[src/rtl/msd_pkg.sv]
package msd_pkg;
  localparam int unsigned NUM_LINES = 4;
  localparam int unsigned IDX_CTS = 0;
  localparam int unsigned IDX_DSR = 1;
  localparam int unsigned IDX_RI  = 2;
  localparam int unsigned IDX_DCD = 3;

  typedef enum logic {DET_ANY = 1'b0, DET_FALL = 1'b1} det_mode_e;

  // ring flag only on state 1->0 (pin trailing edge)
  function automatic det_mode_e line_mode(int unsigned idx);
    return (idx == IDX_RI) ? DET_FALL : DET_ANY;
  endfunction
endpackage

[src/rtl/msd_sync.sv]
module msd_sync #(
  parameter int unsigned WIDTH  = 4,
  parameter int unsigned STAGES = 2,
  parameter bit          RST_VAL = 1'b1
) (
  input  logic             clk_i,
  input  logic             rst_ni,
  input  logic [WIDTH-1:0] d_i,
  output logic [WIDTH-1:0] q_o
);
  logic [WIDTH-1:0] stage_q [STAGES];

  always_ff @(posedge clk_i or negedge rst_ni) begin
    if (!rst_ni) begin
      for (int s = 0; s < int'(STAGES); s++) stage_q[s] <= {WIDTH{RST_VAL}};
    end else begin
      stage_q[0] <= d_i;
      for (int s = 1; s < int'(STAGES); s++) stage_q[s] <= stage_q[s-1];
    end
  end

  assign q_o = stage_q[STAGES-1];
endmodule

[src/rtl/msd_src_sel.sv]
module msd_src_sel #(
  parameter int unsigned WIDTH = 4
) (
  input  logic             loop_en_i,
  input  logic [WIDTH-1:0] pin_n_i,
  input  logic [WIDTH-1:0] loop_i,
  output logic [WIDTH-1:0] state_o
);
  always_comb state_o = loop_en_i ? loop_i : ~pin_n_i;
endmodule

[src/rtl/msd_flag_bank.sv]
module msd_flag_bank
  import msd_pkg::*;
#(
  parameter int unsigned WIDTH = NUM_LINES
) (
  input  logic             clk_i,
  input  logic             rst_ni,
  input  logic [WIDTH-1:0] state_i,
  input  logic             rd_i,
  output logic [WIDTH-1:0] flags_o
);
  logic [WIDTH-1:0] prev_q, flag_q, chg;

  for (genvar i = 0; i < WIDTH; i++) begin : g_line
    if (line_mode(i) == DET_FALL) begin : g_fall
      assign chg[i] = prev_q[i] & ~state_i[i];
    end else begin : g_any
      assign chg[i] = prev_q[i] ^ state_i[i];
    end
  end

  always_ff @(posedge clk_i or negedge rst_ni) begin
    if (!rst_ni) begin
      prev_q <= '0;
      flag_q <= '0;
    end else begin
      prev_q <= state_i;
      // new event wins over a coincident read
      flag_q <= (flag_q & {WIDTH{~rd_i}}) | chg;
    end
  end

  assign flags_o = flag_q;
endmodule

[src/rtl/modem_status_det.sv]
module modem_status_det
  import msd_pkg::*;
#(
  parameter int unsigned SYNC_STAGES = 2
) (
  input  logic       clk_i,
  input  logic       rst_ni,
  input  logic       cts_ni,
  input  logic       dsr_ni,
  input  logic       ri_ni,
  input  logic       dcd_ni,
  input  logic       loop_en_i,
  input  logic       rts_i,
  input  logic       dtr_i,
  input  logic       out1_i,
  input  logic       out2_i,
  input  logic       rd_i,
  output logic [7:0] status_o,
  output logic       irq_o
);
  logic [NUM_LINES-1:0] pin_n, pin_n_sync, loop_src, state, flags;

  assign pin_n    = {dcd_ni, ri_ni, dsr_ni, cts_ni};
  assign loop_src = {out2_i, out1_i, dtr_i, rts_i};

  msd_sync #(.WIDTH(NUM_LINES), .STAGES(SYNC_STAGES), .RST_VAL(1'b1)) u_sync (
    .clk_i(clk_i), .rst_ni(rst_ni), .d_i(pin_n), .q_o(pin_n_sync)
  );

  msd_src_sel #(.WIDTH(NUM_LINES)) u_sel (
    .loop_en_i(loop_en_i), .pin_n_i(pin_n_sync), .loop_i(loop_src), .state_o(state)
  );

  msd_flag_bank #(.WIDTH(NUM_LINES)) u_flags (
    .clk_i(clk_i), .rst_ni(rst_ni), .state_i(state), .rd_i(rd_i), .flags_o(flags)
  );

  assign status_o = {state, flags};
  assign irq_o    = |flags;
endmodule

[config.mk]
export PLATFORM = sky130hd
export DESIGN_NAME = modem_status_det
export DESIGN_NICKNAME = d
export VERILOG_FILES = /design/src/rtl/msd_pkg.sv /design/src/rtl/msd_sync.sv /design/src/rtl/msd_src_sel.sv /design/src/rtl/msd_flag_bank.sv /design/src/rtl/modem_status_det.sv
export SDC_FILE = /design/constraint.sdc
export NUM_CORES = 1
export LEC_CHECK = 0
export BUFFER_PORTS_ARGS = -buffer_cell sky130_fd_sc_hd__buf_2
export CORE_AREA = 2 2 39 41
export DETAILED_ROUTE_END_ITERATION = 8
export DIE_AREA = 0 0 41 43
export GPL_TIMING_DRIVEN = 1
export PLACE_DENSITY = 0.71
export SYNTH_ARGS = -nofsm -noshare
export SYNTH_HDL_FRONTEND = slang
export SYNTH_SLANG_ARGS = --single-unit
export TNS_END_PERCENT = 20
[constraint.sdc]
create_clock -name clk_i -period 1.5 [get_ports clk_i]
set_clock_uncertainty 0.2 [all_clocks]
set_input_delay 0.075 -clock clk_i [delete_from_list [all_inputs] [get_ports clk_i]]
set_output_delay 0.075 -clock clk_i [all_outputs]
set_load 0.005 [all_outputs]
== Yosys cells after proc, flatten, opt, wreduce, memory -nomap -nowiden ==
Index checks and enable logic that the tools add are counted.
W data, S select, Z words.

* Register bits: 16
* Output and inout bits: 9

* Multiplexer cells: 1
* Bitwise logic cells: 9
* Reductions and logical operators: 1

{| class="wikitable"
|+ Operator list
! cell !! number
|-
| $and A4 B4 Y4 || 1
|-
| $mux W4 || 1
|-
| $not A4 Y4 || 1
|-
| $or A4 B4 Y4 || 1
|-
| $reduce_or A4 Y1 || 1
|-
| $xor A1 B1 Y1 || 3
|-
| $not A1 Y1 || 2
|-
| $and A1 B1 Y1 || 1
|}

== Depth between registers and ports, before layout ==
Gate-level depths: netlist (run 1).

* Word-level depth: 5
* Depth in mapped cells: 3

== Modules after synthesis ==
A second synthesis (run 1) with hierarchy kept.

* Cell total of the unflattened synthesis: 41
* Area, all modules: 549.3 sq um

{| class="wikitable"
|+ Modules (own cells, without submodules)
! module !! instances !! cells an instance !! area an instance (sq um) !! sequential area each (sq um)
|-
| msd_flag_bank || 1 || 20 || 266.5 || 200.2
|-
| msd_sync || 1 || 12 || 240.2 || 210.2
|-
| msd_src_sel || 1 || 8 || 35.0 || 0.0
|-
| modem_status_det || 1 || 1 || 7.5 || 0.0
|}

== Worst setup path after synthesis (run 1) ==
Ideal clock, no wire load.

* Kind: reg-to-output
* Start point: reg u_flags.flag_q[1], in the netlist u_flags.flags_o[1]
* End point: out irq_o
* Arrival: 903 ps
* Data required time: 1225 ps
* Slack: 322 ps
* Cell stages (with the launch flop): 2
* Buffers on the path: 0
* Cell sequence: dfrtp_1 -> or4_1

* Word-level cells in the longest chain between the ends: 1

{| class="wikitable"
|+ RTL lines
! what !! line !! RTL
|-
| start: declaration || msd_flag_bank.sv:12 || <nowiki>logic [WIDTH-1:0] prev_q, flag_q, chg;</nowiki>
|-
| start signal: assignment || msd_flag_bank.sv:29 || <nowiki>flag_q <= (flag_q & {WIDTH{~rd_i}}) | chg;</nowiki>
|-
| $reduce_or A4 Y1 || modem_status_det.sv:39 || <nowiki>assign irq_o = |flags;</nowiki>
|-
| end: declaration || modem_status_det.sv:19 || <nowiki>output logic irq_o</nowiki>
|}

Every way passes these cells.

== Final worst setup path (run 1) ==
Ends and elaborated chain as after synthesis.

==> flow_metrics.tcl, run 1 <==
set metrics [dict create \
    cts_sinks 16 \
    diodes 0 \
    p_int_uw 707 \
    yosysWarnings 0 \
    final_nets 92 \
    synth_top_area_cell "dfstp_2" \
    max-cap-violations 0 \
    grt.overflow.total 0 \
    synthesis.nets 52 \
    period_share 1.06 \
    gp_congestion 0.582 \
    syn_area_per_cell_sq_um 14.2 \
    antenna_found_initial 0 \
    io-pin-count 21 \
    syn_inst 40 \
    post-route-cell-area_sq_um 877 \
    cts.clk_slew.worst_paths_ns 0.09 \
    worst_slew_pin_slew_ns 0.331 \
    hp-start "loop_en_i" \
    ys_ff_latch 16 \
    die_h_um 43 \
    finalPower_uw 912 \
    grt_pass1_vias 443 \
    critPathMaxFanout 2 \
    power.switching_uw 205 \
    swShare 0.225 \
    combPwrFrac 0.158 \
    fp-row-count 14 \
    required_ns 1.22 \
    place_hpwl_um 659 \
    yosysTopAreaCellShare 0.370 \
    min_to "u_flags.prev_q[2]" \
    leakagePower_uw 0.000442 \
    reg2reg_depth 2 \
    min-delay-path-class "input pin to flip-flop" \
    hold_buffers 13 \
    wl_mm 1.05 \
    firstDrtPassIters 2 \
    drive_gt1_frac 0.481 \
    min_delay_path_depth 2 \
    syn_to_final_growth_pct 54.4 \
    pwr-share-seq 0.534 \
    start_util 0.410 \
    drt_iter0_markers 3 \
    worstSkewPairLatency_ns 0.28 \
    htree_levels 1 \
    vdd.ir_drop.worst_mv 0.702 \
    via_per_inst 4.45 \
    syn_area_sq_um 568 \
    io_buffers 20 \
    fin_crit_ns 1.59 \
    postPlaceCellArea_sq_um 688 \
    grt_start_max_net_pins 17 \
    endpoint_kind "primary output" \
    p_per_area_mw_per_mm2 1040 \
    cts_buffers 3 \
    tritoncts "yes" \
    antenna_left 0 \
    violations "hold timing, setup timing" \
    synth-seq-area-share 0.722 \
    via_count 423 \
    core-area_sq_mm 0.00138 \
    cts_max_path_buffers 2 \
    r2r_slack_ns 0.34 \
    setup_ws_ns -0.0903 \
    start_kind "flip-flop" \
    grt_pass1_wl_mm 1.69 \
    finalHoldViolCount 1 \
    slew-limit-headroom 0.779 \
    cp.arrival_ns 1.32 \
    drc_errors 0 \
    critical_path_class "flip-flop to primary output" \
    r2r_start "u_sync.q_o[1]" \
    yosysUniqueCellTypes 10 \
    design.die.area_sq_mm 0.00176 \
    p_clk_frac 0.308 \
    preCtsSetupSlack_ns 0.205 \
    rsz0062_at_grt "yes" \
    die_width_um 41 \
    fmax_ghz 0.629 \
    grt.total_usage 0.149 \
    fin_hold_ws_ns -0.0287 \
    setup_viol 1 \
    cts_root_buffer "clkbuf_4" \
    run_status "finished, violations left" \
    r2r_end "u_flags.prev_q[1]" \
    wire_per_inst_um 11.0 \
    synth.area.top_cells "dfstp_2 37%, dfrtp_1 35%, mux2i_1 7.0%, nor2b_1 6.6%, o21ai_2 4.6%" \
    fill_cells 113 \
    maxSlewViolCount 0 \
]
## synth_stat cells
cell type and instances:
dfrtp_1 8, dfstp_2 8, inv_1 3, mux2i_1 4, nand2_1 3, nor2_1 3
nor2b_1 6, o21ai_2 3, o22ai_2 1, or4_1 1
## sequential cells by signal (all words and copies together) (netlist names)
name and count:
u_sync.stage_q 4, u_flags.flags_o 4, u_sync.q_o 4, u_flags.prev_q 4
## kinds of logic after synthesis
group,count (synthesis),share of synthesized area
AO/OA/AOI/OAI,4,0.0683
buffers and inverters,3,0.0198
flip-flops,16,0.722
multiplexers,4,0.0705
AND/OR/NAND/NOR,13,0.119
## timing repair
| action | 4_1_cts | 5_1_grt |
|---|---|---|
| buffers inserted | 2 | 0 |
| endpoints found under the setup margin | 1 | 4 |
| resized for setup | 0 | 3 |
| hold endpoints to repair | 28 | 1 |
## layout make-up
cell class / count / area, sq um / area share
repair buffers: 35 / 253 / 0.288
flip-flops and latches: 16 / 410 / 0.468
inverters: 3 / 11.3 / 0.0128
multi-input cells: 21 / 146 / 0.167
well taps: 16 / 20.0 / 0.0228
clock buffers: 4 / 36.3 / 0.0414
## power by group through the flow
stage / combinational, uW / sequential, uW / clock (uW)
4_1_cts: 144 / 488 / 290
2_1_floorplan: 46.3 / 496 / 0
5_1_grt: 162 / 491 / 308
6_report: 144 / 487 / 281
3_5_place_dp: 103 / 497 / 0
3_3_place_gp: 101 / 493 / 0
## per-layer routing
metal  share of wire  GRT usage  up-vias  wire [um]
met5               0          0        -          0
met4           0.011      0.100        0         12
met3           0.051     0.0471        2         54
met2            0.55      0.241       17        575
met1            0.39      0.153      198        407
li1                -          -      206          -
## cells in the final DEF, fill, tap and decap left out, types with 3 or more instances in the layout
cell / n
buf_2: 20
clkbuf_4: 3
dfrtp_1: 8
dfstp_2: 8
dlygate4sd3_1: 10
dlymetal6s4s_1: 3
inv_1: 3
mux2i_1: 4
nand2_1: 3
nor2_1: 3
nor2b_1: 6
o21ai_2: 3
## worst max path at each step
stage          cells past startpoint               start  slack [ns]    end
3_5_place_dp                       2  u_flags.flags_o[1]        0.21  irq_o
5_1_grt                            2  u_flags.flags_o[1]       -0.16  irq_o
3_3_place_gp                       2  u_flags.flags_o[1]        0.24  irq_o
2_1_floorplan                      1  u_flags.flags_o[1]        0.32  irq_o
4_1_cts                            2  u_flags.flags_o[1]       -0.11  irq_o
6_report                           2  u_flags.flags_o[1]       -0.09  irq_o
## critical path: stages, from the launching register on
cell	delay, ns
dfrtp_1	0.38
or4_1	0.51
buf_2	0.14
## through the flow
stage	hold WS, ns	util	std cells	TNS, ns
after floorplan	-0.421	-	40	0
after global placement	-0.208	0.497	76	0
after CTS	-0.0264	0.628	95	-0.109
after global routing	-0.000503	0.634	95	-0.158
after detailed placement	-0.199	0.497	76	0
final	-0.0287	0.634	95	-0.0903
Power figures use the tool's default switching activity.
==> run 2, diff against run 1 <==
Settings changed: BUFFER_PORTS_ARGS -buffer_cell sky130_fd_sc_hd__buf_2 to -buffer_cell sky130_fd_sc_hd__buf_4.
==> run 2 against run 1 <==
Effect of this change:
- highest routed layer is now met3
- core utilization grew 3.2 points
- global-route usage shrank 0.76 points
- first-iteration DRC count shrank 100%
- worst setup slack gained 0.0083 ns
- critical endpoint unchanged
- the run still ends with hold timing, setup timing left
- critical path type unchanged
- maximum frequency grew 0.53%
- largest power group unchanged
- total power grew 2.0%
- via count grew 0.24%
- cell count is the same
- non-clock buffer count is the same
==> flow_metrics.tcl, run 2 (synthesized netlist as in run 1, its figures left out) <==
set metrics [dict create \
    postPlaceCellArea_sq_um 738 \
    met2_length_um 588 \
    critPathMaxFanout 2 \
    r2r_slack_ns 0.03 \
    drive_gt1_frac 0.506 \
    crit_path_top_delay_cell "or4_1" \
    wl_met1_um 361 \
    htree_levels 1 \
    start_util 0.410 \
    power.switching_uw 203 \
    cpPeakStageDelay_ns 0.51 \
    firstDrtPassIters 1 \
    via_per_inst 4.46 \
    violations "hold timing, setup timing" \
    tritoncts "yes" \
    min-delay-path-class "input pin to flip-flop" \
    antenna_left 0 \
    maxSlewViolCount 0 \
    drc_errors 0 \
    via_count 424 \
    wl_mm 1.01 \
    final_nets 92 \
    setup_viol 1 \
    run_status "finished, violations left" \
    fin_crit_ns 1.58 \
    cts_sinks 16 \
    grt_pass1_vias 390 \
    die_width_um 41 \
    io_buffers 20 \
    path_delay_family "simple AND/OR/NAND/NOR gates" \
    drt_iter0_markers 0 \
    period_share 1.05 \
    highest_layer "met3" \
    max-cap-violations 0 \
    required_ns 1.22 \
    min_to "u_flags.prev_q[0]" \
    wire_per_inst_um 10.6 \
    combPwrFrac 0.179 \
    worst_slew_pin_slew_ns 0.343 \
    die_h_um 43 \
    post-route-cell-area_sq_um 921 \
    start_kind "flip-flop" \
    endpoint_kind "primary output" \
    slew-limit-headroom 0.771 \
    place_hpwl_um 648 \
    rsz0062_at_grt "yes" \
    core-area_sq_mm 0.00138 \
    cts.clk_slew.worst_paths_ns 0.09 \
    critical_path_class "flip-flop to primary output" \
    syn_to_final_growth_pct 62.1 \
    vdd.ir_drop.worst_mv 0.746 \
    r2r_start "u_sync.q_o[3]" \
    final_cell_mix "23 x buf_4, 12 x dlygate4sd3_1, 8 x dfrtp_1, 8 x dfstp_2, 6 x nor2b_1" \
    swShare 0.218 \
    grt.overflow.total 0 \
    fin_hold_ws_ns -0.131 \
    finalHoldViolCount 6 \
    setup_ws_ns -0.0819 \
    finish.utilization 0.665 \
    hp-start "loop_en_i" \
    p_per_area_mw_per_mm2 1010 \
    finalPower_uw 930 \
    grt.total_usage 0.142 \
    reg2reg_depth 2 \
    cp.buffers_inverters 1 \
    fill_cells 111 \
    p_clk_frac 0.296 \
    diodes 0 \
    fp-row-count 14 \
    r2r_end "u_flags.prev_q[3]" \
    routed-wl-met3_um 58 \
    io-pin-count 21 \
    cts_max_path_buffers 2 \
    antenna_found_initial 0 \
    setup_tns_ns -0.0819 \
    leakagePower_uw 0.000430 \
    cts_buffers 3 \
    design.die.area_sq_mm 0.00176 \
    path_cells "or4_1, buf_4" \
    final_common_cell "buf_4" \
    pwr-share-seq 0.525 \
    min_delay_path_depth 2 \
    fmax_ghz 0.632 \
    worstSkewPairLatency_ns 0.28 \
    cts_root_buffer "clkbuf_4" \
    cp.arrival_ns 1.31 \
    gp_congestion 0.590 \
    grt_start_max_net_pins 10 \
    p_int_uw 727 \
    grt_pass1_wl_mm 1.54 \
]
==> run 2: final cells by class <==
class	instances	area [sq um]	share of cell area
clock buffers	4	36.3	0.0394
inverters	3	11.3	0.0122
multi-input cells	21	150	0.163
flip-flops and latches	16	410	0.446
well taps	16	20.0	0.0217
repair buffers	35	293	0.318
==> run 2: per-layer routing <==
metal  GRT usage  up-vias
met1       0.138      201
li1            -      209
met4       0.100        0
met2       0.231       14
met5           0        -
met3      0.0471        0
==> run 2: repair_timing <==
action / 4_1_cts / 5_1_grt
buffers inserted: 2 / 1
endpoints found under the hold margin: 28 / 6
resized for setup: 0 / 1
hold buffers: 11 / 1
endpoints found under the setup margin: 1 / 2
==> run 2: power groups by stage <==
stage | registers [uW] | logic [uW] | clock network, uW
after CTS | 488 | 158 | 285
after global routing | 492 | 187 | 305
after global placement | 494 | 122 | 0
final | 488 | 166 | 275
after floorplan | 496 | 46.3 | 0
after detailed placement | 497 | 124 | 0
==> run 2: how the worst max path moves through the flow <==
stage	from	to	slack, ns	depth (start not counted)
finish	u_flags.flags_o[1]	irq_o	-0.08	2
global route	u_flags.flags_o[0]	irq_o	-0.15	2
CTS	u_flags.flags_o[1]	irq_o	-0.09	2
detailed placement	u_flags.flags_o[1]	irq_o	0.21	2
global placement	u_flags.flags_o[1]	irq_o	0.22	2
floorplan	u_flags.flags_o[1]	irq_o	0.32	1
==> run 2: stage by stage <==
step	setup WS, ns	hold slack, ns	cells
after CTS	-0.0941	-0.146	93
final	-0.0819	-0.131	95
after global placement	0.215	-0.262	76
after detailed placement	0.210	-0.262	76
after floorplan	0.322	-0.421	40
after global routing	-0.152	-0.137	95
==> run 3, diff against run 2 <==
Settings changed: RECOVER_POWER from default to 50.
==> run 3 against run 2 <==
Effect of this change:
- the flow still finishes with violations (hold timing, setup timing)
- core utilization fell by 0.81 points
- register-to-register slack barely moved
- routed wire length fell by 0.40%
- flip-flop and latch count did not move
- cell area fell by 1.2%
- clock power barely moved
- sequential power barely moved
- cell count did not move
- sequential share of layout area rose by 0.55 points
- first-iteration DRC count rose by 1
- maximum frequency barely moved
- global-route usage did not move
- critical endpoint unchanged
- largest power group unchanged
==> flow_metrics.tcl, run 3 (synthesized netlist as in run 1, its figures left out) <==
set metrics [dict create \
    grt.overflow.total 0 \
    p_clk_frac 0.299 \
    leakagePower_uw 0.000428 \
    start_util 0.410 \
    cts_sinks 16 \
    pwr-share-seq 0.527 \
    preCtsSetupSlack_ns 0.210 \
    io-pin-count 21 \
    rsz0062_at_grt "yes" \
    design.die.area_sq_mm 0.00176 \
    path_cells "or4_1, buf_4" \
    fin_crit_ns 1.58 \
    multi_input_area_sq_um 139 \
    cp.arrival_ns 1.31 \
    min-delay-path-class "input pin to flip-flop" \
    final_cell_mix "19 x buf_4, 12 x dlygate4sd3_1, 8 x dfrtp_1, 8 x dfstp_2, 7 x clkbuf_4" \
    start_kind "flip-flop" \
    final_nets 92 \
    drt_iter0_markers 1 \
    firstDrtPassIters 2 \
    via_per_inst 4.47 \
    worst_slew_pin_slew_ns 0.430 \
    period_share 1.05 \
    grt_pass1_vias 390 \
    drive_gt1_frac 0.468 \
    wl_mm 1.00 \
    htree_levels 1 \
    crit_path_top_delay_cell "or4_1" \
    cts.clk_slew.worst_paths_ns 0.09 \
    run_status "finished, violations left" \
    wire_per_inst_um 10.6 \
    io_buffers 20 \
    syn_to_final_growth_pct 60.1 \
    via_count 425 \
    setup_tns_ns -0.0820 \
    seq_area_sq_um 410 \
    antenna_left 0 \
    p_int_uw 724 \
    postPlaceCellArea_sq_um 738 \
    tritoncts "yes" \
    cts_buffers 3 \
    fmax_ghz 0.632 \
    grt.total_usage 0.142 \
    setup_ws_ns -0.0820 \
    drc_errors 0 \
    max-cap-violations 0 \
    required_ns 1.22 \
    die_width_um 41 \
    final_common_cell "buf_4" \
    fp-row-count 14 \
    slew-limit-headroom 0.710 \
    core-area_sq_mm 0.00138 \
    maxSlewViolCount 0 \
    cpPeakStageDelay_ns 0.49 \
    endpoint_kind "primary output" \
    grt_start_max_net_pins 10 \
    post-route-cell-area_sq_um 910 \
    antenna_found_initial 0 \
    finalHoldViolCount 5 \
    grt_pass1_wl_mm 1.54 \
    p_per_area_mw_per_mm2 1020 \
    vdd.ir_drop.worst_mv 0.742 \
    gp_congestion 0.590 \
    swShare 0.217 \
    die_h_um 43 \
    cts_max_path_buffers 2 \
    combPwrFrac 0.175 \
    fin_hold_ws_ns -0.0887 \
    finish.utilization 0.657 \
    fill_cells 117 \
    worstSkewPairLatency_ns 0.28 \
    violations "hold timing, setup timing" \
    setup_viol 1 \
    diodes 0 \
    cts_root_buffer "clkbuf_4" \
    power.switching_uw 201 \
    critical_path_class "flip-flop to primary output" \
    critPathMaxFanout 2 \
    place_hpwl_um 648 \
]
[run 3: cell types whose count changed in the layout (fill, tap and decap cells not counted), sizes merged]
cell / before / now
buf: 23 / 19
clkbuf: 4 / 8
[run 3: cell type report]
class | instances | area share
repair buffers | 35 | 0.322
multi-input cells | 21 | 0.153
inverters | 3 | 0.0124
well taps | 16 | 0.0220
flip-flops and latches | 16 | 0.451
clock buffers | 4 | 0.0399
[run 3: final timing paths]
kind	start	to	slack [ns]	depth (start not counted)
min reg2reg	u_sync.stage_q[5]	u_sync.q_o[1]	0.16	0
min	loop_en_i	u_flags.prev_q[2]	-0.09	2
max	u_flags.flags_o[0]	irq_o	-0.08	2
max in group asynchronous	rst_ni	u_flags.prev_q[1]	0.21	3
max reg2reg	u_sync.q_o[3]	u_flags.prev_q[3]	0.03	2
min in group asynchronous	rst_ni	u_sync.stage_q[4]	0.11	2
[run 3: per-layer routing]
metal  vias to the layer above  track usage  wire length, um
met1                       203        0.138              363
met4                         0        0.100                0
li1                        208            -                -
met5                         -            0                0
met3                         0       0.0471               58
met2                        14        0.231              582
[run 3: critical path, delay by kind of cell (launching register included)]
kind                   cells  cell delay (ns)
buffers and inverters      1             0.15
and+or+nand+nor            1             0.49
DFF                        1             0.39
[run 3: power groups by stage]
stage | Sequential, uW | Combinational [uW] | Clock (uW)
3_3_place_gp | 494 | 122 | 0
5_1_grt | 491 | 182 | 305
2_1_floorplan | 496 | 46.3 | 0
4_1_cts | 488 | 158 | 285
3_5_place_dp | 497 | 124 | 0
6_report | 487 | 161 | 277
[run 3: through the flow]
stage,instances,power [uW]
final,95,925
after global routing,95,978
after CTS,93,931
after detailed placement,76,621
after global placement,76,616
after floorplan,40,542
[run 3: what timing repair did]
action                                  4_1_cts  5_1_grt
buffers inserted                              2        1
endpoints found under the setup margin        1        2
hold buffers                                 11        1
resized for setup                             0        1
hold endpoints to repair                     28        6
